File: config.mk
export PLATFORM = sky130hd
export DESIGN_NAME = owndir_slice
export DESIGN_NICKNAME = d
export VERILOG_FILES = /design/src/rtl/odir_pkg.sv /design/src/rtl/odir_range_decode.sv /design/src/rtl/odir_entry_table.sv /design/src/rtl/odir_ctrl_fsm.sv /design/src/rtl/owndir_slice.sv
export SDC_FILE = /design/constraint.sdc
export NUM_CORES = 1
export LEC_CHECK = 0
export BUFFER_PORTS_ARGS = -buffer_cell sky130_fd_sc_hd__buf_2
export CAP_MARGIN = 0
export CORE_MARGIN = 8
export CORE_UTILIZATION = 61
export DETAILED_ROUTE_END_ITERATION = 6
export GPL_TIMING_DRIVEN = 0
export PLACE_DENSITY = 0.83
export SETUP_SLACK_MARGIN = 0.2
export SLEW_MARGIN = 20
export SYNTH_ARGS = -nofsm -noshare
export SYNTH_HDL_FRONTEND = slang
export SYNTH_HIERARCHICAL = 1
export SYNTH_SLANG_ARGS = --single-unit
File: constraint.sdc
create_clock -name clk -period 4.48 [get_ports clk]
set_input_delay 0.896 -clock clk [delete_from_list [all_inputs] [get_ports clk]]
set_output_delay 0.896 -clock clk [all_outputs]
set_load 0.01 [all_outputs]
File: src/rtl/odir_pkg.sv
package odir_pkg;

    typedef enum logic [2:0] {
        ST_IDLE   = 3'd0,
        ST_LOOKUP = 3'd1,
        ST_COMMIT = 3'd2,
        ST_REPLY  = 3'd3,
        ST_REJECT = 3'd4
    } odir_state_e;

    typedef enum logic {
        OP_READ  = 1'b0,
        OP_WRITE = 1'b1
    } odir_op_e;

endpackage

File: src/rtl/odir_range_decode.sv
module odir_range_decode #(
    parameter int NUM_NODES      = 3,
    parameter int ADDRS_PER_NODE = 3,
    parameter int NODE_ID        = 1,
    localparam int ADDR_W = $clog2(NUM_NODES * ADDRS_PER_NODE),
    localparam int ID_W   = $clog2(NUM_NODES),
    localparam int IDX_W  = (ADDRS_PER_NODE > 1) ? $clog2(ADDRS_PER_NODE) : 1
) (
    input  logic [ADDR_W-1:0] addr,
    input  logic [ID_W-1:0]   src,
    output logic              hit,
    output logic [IDX_W-1:0]  idx
);
    localparam logic [ADDR_W:0] BASE_W  = (ADDR_W+1)'(NODE_ID * ADDRS_PER_NODE);
    localparam logic [ADDR_W:0] LIMIT_W = (ADDR_W+1)'((NODE_ID + 1) * ADDRS_PER_NODE);
    localparam logic [ID_W:0]   NODES_W = (ID_W+1)'(NUM_NODES);

    logic [ADDR_W:0] addr_w;
    logic [ADDR_W:0] offset_w;
    logic            addr_ok;
    logic            src_ok;

    always_comb begin
        addr_w   = {1'b0, addr};
        offset_w = addr_w - BASE_W;
        addr_ok  = (addr_w >= BASE_W) && (addr_w < LIMIT_W);
        src_ok   = ({1'b0, src} < NODES_W);
        hit      = addr_ok && src_ok;
        idx      = addr_ok ? offset_w[IDX_W-1:0] : '0;
    end
endmodule

File: src/rtl/odir_entry_table.sv
module odir_entry_table #(
    parameter int NUM_NODES      = 3,
    parameter int ADDRS_PER_NODE = 3,
    parameter int NODE_ID        = 1,
    localparam int ID_W  = $clog2(NUM_NODES),
    localparam int IDX_W = (ADDRS_PER_NODE > 1) ? $clog2(ADDRS_PER_NODE) : 1
) (
    input  logic                 clk,
    input  logic                 rst_n,
    input  logic [IDX_W-1:0]     rd_idx,
    output logic [ID_W-1:0]      rd_owner,
    output logic [NUM_NODES-1:0] rd_sharers,
    input  logic                 wr_en,
    input  logic [IDX_W-1:0]     wr_idx,
    input  logic [ID_W-1:0]      wr_owner,
    input  logic [NUM_NODES-1:0] wr_sharers
);
    localparam logic [ID_W-1:0] HOME_ID = ID_W'(NODE_ID);

    logic [ID_W-1:0]      owner_q   [ADDRS_PER_NODE];
    logic [NUM_NODES-1:0] sharers_q [ADDRS_PER_NODE];

    for (genvar e = 0; e < ADDRS_PER_NODE; e++) begin : g_entry
        always_ff @(posedge clk) begin
            if (!rst_n) begin
                owner_q[e]   <= HOME_ID;
                sharers_q[e] <= '0;
            end else if (wr_en && (wr_idx == IDX_W'(e))) begin
                owner_q[e]   <= wr_owner;
                sharers_q[e] <= wr_sharers;
            end
        end
    end

    always_comb begin
        rd_owner   = HOME_ID;
        rd_sharers = '0;
        for (int e = 0; e < ADDRS_PER_NODE; e++) begin
            if (rd_idx == IDX_W'(e)) begin
                rd_owner   = owner_q[e];
                rd_sharers = sharers_q[e];
            end
        end
    end
endmodule

File: src/rtl/odir_ctrl_fsm.sv
module odir_ctrl_fsm
    import odir_pkg::*;
#(
    parameter int NUM_NODES      = 3,
    parameter int ADDRS_PER_NODE = 3,
    localparam int ID_W  = $clog2(NUM_NODES),
    localparam int IDX_W = (ADDRS_PER_NODE > 1) ? $clog2(ADDRS_PER_NODE) : 1
) (
    input  logic                 clk,
    input  logic                 rst_n,
    input  logic                 req_valid,
    input  logic                 req_write,
    input  logic                 req_hit,
    input  logic [IDX_W-1:0]     req_idx,
    input  logic [ID_W-1:0]      req_src,
    output logic                 req_ready,
    output logic [IDX_W-1:0]     rd_idx,
    input  logic [ID_W-1:0]      rd_owner,
    input  logic [NUM_NODES-1:0] rd_sharers,
    output logic                 wr_en,
    output logic [IDX_W-1:0]     wr_idx,
    output logic [ID_W-1:0]      wr_owner,
    output logic [NUM_NODES-1:0] wr_sharers,
    output logic                 rsp_valid,
    output logic                 rsp_err,
    output logic [ID_W-1:0]      rsp_owner,
    output logic                 inv_valid,
    output logic [NUM_NODES-1:0] inv_mask
);
    odir_state_e          state_q, state_d;
    odir_op_e             op_q;
    logic [IDX_W-1:0]     idx_q;
    logic [ID_W-1:0]      src_q;
    logic [ID_W-1:0]      owner_q;
    logic [NUM_NODES-1:0] sharers_q;
    logic [NUM_NODES-1:0] src_bit;
    logic [NUM_NODES-1:0] others;

    // state register
    always_ff @(posedge clk) begin
        if (!rst_n) state_q <= ST_IDLE;
        else        state_q <= state_d;
    end

    // next state
    always_comb begin
        state_d = state_q;
        unique case (state_q)
            ST_IDLE:   if (req_valid) state_d = req_hit ? ST_LOOKUP : ST_REJECT;
            ST_LOOKUP: state_d = ST_COMMIT;
            ST_COMMIT: state_d = ST_REPLY;
            ST_REPLY:  state_d = ST_IDLE;
            ST_REJECT: state_d = ST_IDLE;
            default:   state_d = ST_IDLE;
        endcase
    end

    // request capture and entry snapshot
    always_ff @(posedge clk) begin
        if (!rst_n) begin
            op_q      <= OP_READ;
            idx_q     <= '0;
            src_q     <= '0;
            owner_q   <= '0;
            sharers_q <= '0;
        end else begin
            if (state_q == ST_IDLE && req_valid) begin
                op_q  <= req_write ? OP_WRITE : OP_READ;
                idx_q <= req_idx;
                src_q <= req_src;
            end
            if (state_q == ST_LOOKUP) begin
                owner_q   <= rd_owner;
                sharers_q <= rd_sharers;
            end
        end
    end

    always_comb begin
        src_bit = NUM_NODES'(1) << src_q;
        others  = sharers_q & ~src_bit;
    end

    // outputs
    always_comb begin
        req_ready  = 1'b0;
        rd_idx     = idx_q;
        wr_en      = 1'b0;
        wr_idx     = idx_q;
        wr_owner   = owner_q;
        wr_sharers = sharers_q;
        rsp_valid  = 1'b0;
        rsp_err    = 1'b0;
        rsp_owner  = '0;
        inv_valid  = 1'b0;
        inv_mask   = '0;
        unique case (state_q)
            ST_IDLE:   req_ready = 1'b1;
            ST_LOOKUP: ;
            ST_COMMIT: begin
                wr_en = 1'b1;
                if (op_q == OP_WRITE) begin
                    wr_owner   = src_q;
                    wr_sharers = '0;
                end else begin
                    wr_owner   = owner_q;
                    wr_sharers = (src_q == owner_q) ? sharers_q : (sharers_q | src_bit);
                end
            end
            ST_REPLY: begin
                rsp_valid = 1'b1;
                rsp_owner = owner_q;
                if (op_q == OP_WRITE && |others) begin
                    inv_valid = 1'b1;
                    inv_mask  = others;
                end
            end
            ST_REJECT: begin
                rsp_valid = 1'b1;
                rsp_err   = 1'b1;
            end
            default: ;
        endcase
    end
endmodule

File: src/rtl/owndir_slice.sv
module owndir_slice #(
    parameter int NUM_NODES      = 3,
    parameter int ADDRS_PER_NODE = 3,
    parameter int NODE_ID        = 1,
    localparam int ADDR_W = $clog2(NUM_NODES * ADDRS_PER_NODE),
    localparam int ID_W   = $clog2(NUM_NODES)
) (
    input  logic                 clk,
    input  logic                 rst_n,
    input  logic                 req_valid,
    output logic                 req_ready,
    input  logic                 req_write,
    input  logic [ADDR_W-1:0]    req_addr,
    input  logic [ID_W-1:0]      req_src,
    output logic                 rsp_valid,
    output logic                 rsp_err,
    output logic [ID_W-1:0]      rsp_owner,
    output logic                 inv_valid,
    output logic [NUM_NODES-1:0] inv_mask
);
    localparam int IDX_W = (ADDRS_PER_NODE > 1) ? $clog2(ADDRS_PER_NODE) : 1;

    logic                 hit;
    logic [IDX_W-1:0]     idx;
    logic [IDX_W-1:0]     rd_idx;
    logic [ID_W-1:0]      rd_owner;
    logic [NUM_NODES-1:0] rd_sharers;
    logic                 wr_en;
    logic [IDX_W-1:0]     wr_idx;
    logic [ID_W-1:0]      wr_owner;
    logic [NUM_NODES-1:0] wr_sharers;

    odir_range_decode #(
        .NUM_NODES(NUM_NODES), .ADDRS_PER_NODE(ADDRS_PER_NODE), .NODE_ID(NODE_ID)
    ) u_decode (
        .addr(req_addr), .src(req_src), .hit(hit), .idx(idx)
    );

    odir_entry_table #(
        .NUM_NODES(NUM_NODES), .ADDRS_PER_NODE(ADDRS_PER_NODE), .NODE_ID(NODE_ID)
    ) u_table (
        .clk(clk), .rst_n(rst_n),
        .rd_idx(rd_idx), .rd_owner(rd_owner), .rd_sharers(rd_sharers),
        .wr_en(wr_en), .wr_idx(wr_idx), .wr_owner(wr_owner), .wr_sharers(wr_sharers)
    );

    odir_ctrl_fsm #(
        .NUM_NODES(NUM_NODES), .ADDRS_PER_NODE(ADDRS_PER_NODE)
    ) u_ctrl (
        .clk(clk), .rst_n(rst_n),
        .req_valid(req_valid), .req_write(req_write), .req_hit(hit),
        .req_idx(idx), .req_src(req_src), .req_ready(req_ready),
        .rd_idx(rd_idx), .rd_owner(rd_owner), .rd_sharers(rd_sharers),
        .wr_en(wr_en), .wr_idx(wr_idx), .wr_owner(wr_owner), .wr_sharers(wr_sharers),
        .rsp_valid(rsp_valid), .rsp_err(rsp_err), .rsp_owner(rsp_owner),
        .inv_valid(inv_valid), .inv_mask(inv_mask)
    );
endmodule

# Word level (Yosys, flattened, before mapping)
# Memory sizes are Yosys's and may differ from the RTL's.
# Cells that the tools add are included.
# totals
latchBits	0
elab_cells	82
n_memories	2
reg_bits	13
mem_bits_ro	0
output_inout_bits	9
ramBits	15
inputBits	10
# op_classes
magnitude_cmp	3
n_addsub	1
mul	0
div	0
n_eq_ne	8
n_mux	41
bitwise	9
reduce_logical	11
shifts	1
# mem_list
memory	depth	width	rd	rd_ports_with_merged_regs	wr	line_no	rtl
u_table.sharers_q	3	3	3	0	3	odir_entry_table.sv:21	logic [NUM_NODES-1:0] sharers_q [ADDRS_PER_NODE];
u_table.owner_q	3	2	3	0	3	odir_entry_table.sv:20	logic [ID_W-1:0] owner_q [ADDRS_PER_NODE];
# ops
op	n
$mux 3	13
$mux 2	10
$mux 1	17
$pmux 3 s3	1
$logic_and 1x1->1	7
$eq 3x2->1 const B	2
$or 1x1->1	6
$ge 4x2->1 const B	1
$lt 4x3->1 const B	1
$and 3x3->3	1
$eq 3x1->1 const B	1
$eq 3x3->1 const B	1
$logic_not 3->1	1
$not 3->3	1
$or 3x3->3	1
$reduce_or 3->1	1
$shl 1x2->3 const A	1
$eq 2x1->1 const B	1
$eq 2x2->1	1
$eq 2x2->1 const B	1
$logic_not 2->1	1
$lt 2x2->1 const B	1
$ne 2x2->1 const B	1
$reduce_or 2->1	1
$sub 2x2->2 const B	1

# Logic depth before layout (Yosys ltp)
# logic_depth
word_depth	7
depth_mapped	6
depth_no_buf	5

# Modules after synthesis
# Netlist, hierarchy kept.
# by_module_without_submodules
module	cells_per_inst	instances	area_each_um2
odir_ctrl_fsm	90	1	777.0
odir_entry_table	52	1	720.7
odir_range_decode	7	1	63.8

# Least setup slack after synthesis
# No wires, ideal clock.
# synth_timing
path_kind	flip-flop to output port
startpoint	register u_ctrl.state_q[1]
endpoint	output port inv_valid
path_slack_ns	2.527
path_stages_with_launch	5
arrival_time_ns	1.057
required_ns	3.584
path_cell_list	dfxtp_1 > buf_6 > nor2b_4 > nand3_1 > nor3_1
# synth_between
elab_chain_len	2
# synth_lines
element	line_no	rtl
from (decl)	odir_ctrl_fsm.sv:30	odir_state_e state_q, state_d;
from (signal assigned)	odir_ctrl_fsm.sv:42	else state_q <= state_d;
$eq 3x2->1	odir_ctrl_fsm.sv:97	unique case (state_q)
$mux 1	odir_ctrl_fsm.sv:97	
to (decl)	owndir_slice.sv:18	output logic inv_valid,
# Every way passes these cells.

# Worst setup path in the final report
# layout_timing
startpoint	register u_ctrl.src_q[1]
endpoint	output port inv_valid
# layout_between
elab_chain_len	7
# layout_lines
element	line_no	rtl
from (decl)	odir_ctrl_fsm.sv:33	logic [ID_W-1:0] src_q;
from (signal assigned)	odir_ctrl_fsm.sv:70	src_q <= req_src;
$shl 1x2->3	odir_ctrl_fsm.sv:80	src_bit = NUM_NODES'(1) << src_q;
$not 3->3	odir_ctrl_fsm.sv:81	others = sharers_q & ~src_bit;
$and 3x3->3	odir_ctrl_fsm.sv:81	
$reduce_or 3->1	odir_ctrl_fsm.sv:113	if (op_q == OP_WRITE && |others) begin
$logic_and 1x1->1	odir_ctrl_fsm.sv:113	
$mux 1	odir_ctrl_fsm.sv:113	
$mux 1	odir_ctrl_fsm.sv:97	
# Every way passes these cells.

==> results_dict.tcl <==
set metrics [dict create \
    die_h_um 66.6 \
    num_rows 18 \
    clk_pin_slew_worst_paths_ns 0.14 \
    max_freq_mhz 409 \
    fin_skew_ns 0.0118 \
    r2r_setup_slack_ns 2.42 \
    rsz0062_at_grt "no" \
    drc 0 \
    root_buffer "clkbuf_4" \
    finish.net_count 183 \
    area_delta_synth_final_pct 11.5 \
    postCtsSetupBuffers 0 \
    numCtsBuffers 3 \
    start_util_pct 63.6 \
    clock_sinks 28 \
    avgViaCountPerCell 5.75 \
    power_leakage_uw 0.000640 \
    critical-path-max-stage-delay_ns 0.50 \
    synthCells 149 \
    hp-class "reg2reg" \
    setup-violations-final 0 \
    grt-ovfl-total 0 \
    avgRoutedWirePerCell_um 15.8 \
    worst_setup_path_end_kind "primary output" \
    pin_count 19 \
    post-route-period-util_pct 54.6 \
    fillers 195 \
    synth_fp_nets 160 \
    arrival_ns 1.55 \
    synth_enable_flop_cells 15 \
    coreArea_um2 2450 \
    power_density_nw_per_um2 291 \
    finalSetupTns_ns 0 \
    cts_hold_buf 0 \
    multi_input_area_um2 766 \
    clk_latency_ns 0.34 \
    dpl.hpwl_um 2390 \
    io_buffer_count 18 \
    globalplace.congestion 0.835 \
    status "finished clean" \
    clk_path_buf_depth 2 \
    dieArea_um2 4430 \
    syn-cell-area_um2 1560 \
    ctsResizeCount 0 \
    worstSetupPathType "reg2out" \
    layout-drive-gt1-share_pct 22.2 \
    syn_area_per_cell_um2 10.5 \
    htreeDepth 1 \
    fin_crit_ns 2.45 \
    n_antenna_cell 0 \
    drt_iter0_drc 29 \
    vias 1156 \
    yosys_register_bits 28 \
    routed_wl_um 3190 \
    synthArstFlopShare_pct 0 \
    cp-start-kind "register" \
    required_ns 3.58 \
    final-max-slew-violation-count 0 \
    grt_pass1_vias 1157 \
    synth_warnings 6 \
    crit_chain "nor2b_1, a2111oi_0, nor3_1, buf_2" \
    path_max_fanout 9 \
    firstDrtPassIters 4 \
    slew_headroom_pct 42.3 \
    ys_seq_area_share_pct 45.5 \
    synth_cell_types 39 \
    synth_top_flop_cell "edfxtp_1" \
    dp.cells 197 \
    tritoncts "done" \
    seqCellArea_um2 711 \
    drv_cap 0 \
    worstMarginPinSlew_ns 0.856 \
    grt_start_max_net_pins 17 \
    die_w_um 66.6 \
    slowest_stage "dfxtp_1" \
    grt_pass1_wl_um 5400 \
    ant_nets 0 \
    grt.total_usage_pct 15.8 \
    hold_violations 0 \
    stdcell_count 201 \
    ir_drop_v 0.000244 \
    antenna_found_initial 0 \
]
## area by class of cell
type,instances,share of cell area (%)
inverter,3,0.647
buffer,10,4.24
multi-input combinational,108,44.0
timing repair buffer,18,5.17
sequential,28,40.8
tap,30,2.16
clock inverter,1,1.72
clock buffer,3,1.29
## placed cells by master, fill, tap and decap left out, types with 2 or more instances in the layout
master,instances
buf_2,20
edfxtp_1,15
and2_1,13
dfxtp_1,13
mux2i_1,11
nand2b_1,10
o21ai_0,10
nor2_1,8
nand2_1,8
nor2b_1,7
nand3_1,6
o2bb2ai_1,4
clkbuf_4,3
buf_6,3
inv_1,3
a21oi_1,3
buf_4,3
and3b_1,2
mux2_4,2
nor3_1,2
and3_1,2
nor3b_1,2
clkbuf_1,2
and4b_1,2
## flip-flops by register name, indices dropped and copies added, names as in the netlist
signal,count
u_ctrl/state_q,3
u_table/owner_q,6
u_table/sharers_q,9
u_ctrl/rd_idx,2
u_ctrl/owner_q,2
u_ctrl/src_q,2
u_ctrl/sharers_q,3
u_ctrl/op_q,1
## where the power goes
group | leakage [uW] | switching (uW) | total [uW] | internal (uW)
combinational | 0.000362 | 30.2 | 53.7 | 23.5
clock | 0.0000279 | 76.6 | 167 | 90.6
sequential | 0.000250 | 7.00 | 286 | 279
total | 0.000640 | 114 | 506 | 393
## critical path, delay by kind of cell, from the launching register on
kind / cells / cell delay [ns]
and+or+nand+nor: 2 / 0.15
AOI/OAI and AO/OA: 1 / 0.41
buffers and inverters: 1 / 0.15
DFF: 1 / 0.50
## cell families after synthesis
kind of cell / after synthesis / share of synthesized area, %
mux: 13 / 8.97
buf+inv: 13 / 5.45
compound gates: 25 / 11.1
flops: 28 / 45.5
fa+ha+maj: 1 / 0.801
simple gates: 68 / 27.6
xor+xnor: 1 / 0.561
## cells in the mapped netlist, types with 3 or more instances
master     instances  area share [%]
nand2b_1          10             4.0
o2bb2ai_1          4             2.2
edfxtp_1          15              29
buf_6              3             2.2
inv_1              3            0.72
mux2i_1           11             7.1
buf_4              3             1.4
nand2_1            8             1.9
a21oi_1            3            0.96
o21ai_0           10             3.2
and2_1            13             5.2
nor2b_1            7             2.8
nor2_1             8             1.9
dfxtp_1           13              17
nand3_1            6             1.9
## worst paths after layout
| kind | startpoint | to | cells after the start |
|---|---|---|---|
| max | u_ctrl/src_q[1]$_SDFFE_PN0P_ | inv_valid | 4 |
| min reg2reg | u_ctrl/op_q$_SDFFE_PN0P_ | u_ctrl/op_q$_SDFFE_PN0P_ | 2 |
| max reg2reg | u_ctrl/state_q[0]$_SDFFE_PN0P_ | u_table/owner_q[1][0]$_SDFFCE_PN1P_ | 5 |
| min | u_ctrl/op_q$_SDFFE_PN0P_ | u_ctrl/op_q$_SDFFE_PN0P_ | 2 |
## stage by stage
step / hold WS, ns / power, uW / setup slack, ns / instance area (um2) / util [%]
after floorplan: 0.445 / 326 / 2.53 / 1560 / -
after global placement: 0.477 / 341 / 2.48 / 1690 / 68.8
after detailed placement: 0.487 / 344 / 2.42 / 1690 / 68.8
after CTS: 0.508 / 511 / 2.04 / 1740 / 70.9
after global routing: 0.532 / 529 / 1.95 / 1740 / 70.9
final: 0.501 / 506 / 2.03 / 1740 / 70.9
## per-layer routing
metal / up-vias / global-route usage [%] / part of all wire (%)
li1: 579 / - / -
met1: 551 / 18.6 / 46
met2: 21 / 27.1 / 50
met3: 5 / 2.52 / 2.1
met4: 0 / 7.20 / 1.6
met5: - / 0 / 0
(Power assumes the default switching activity.)
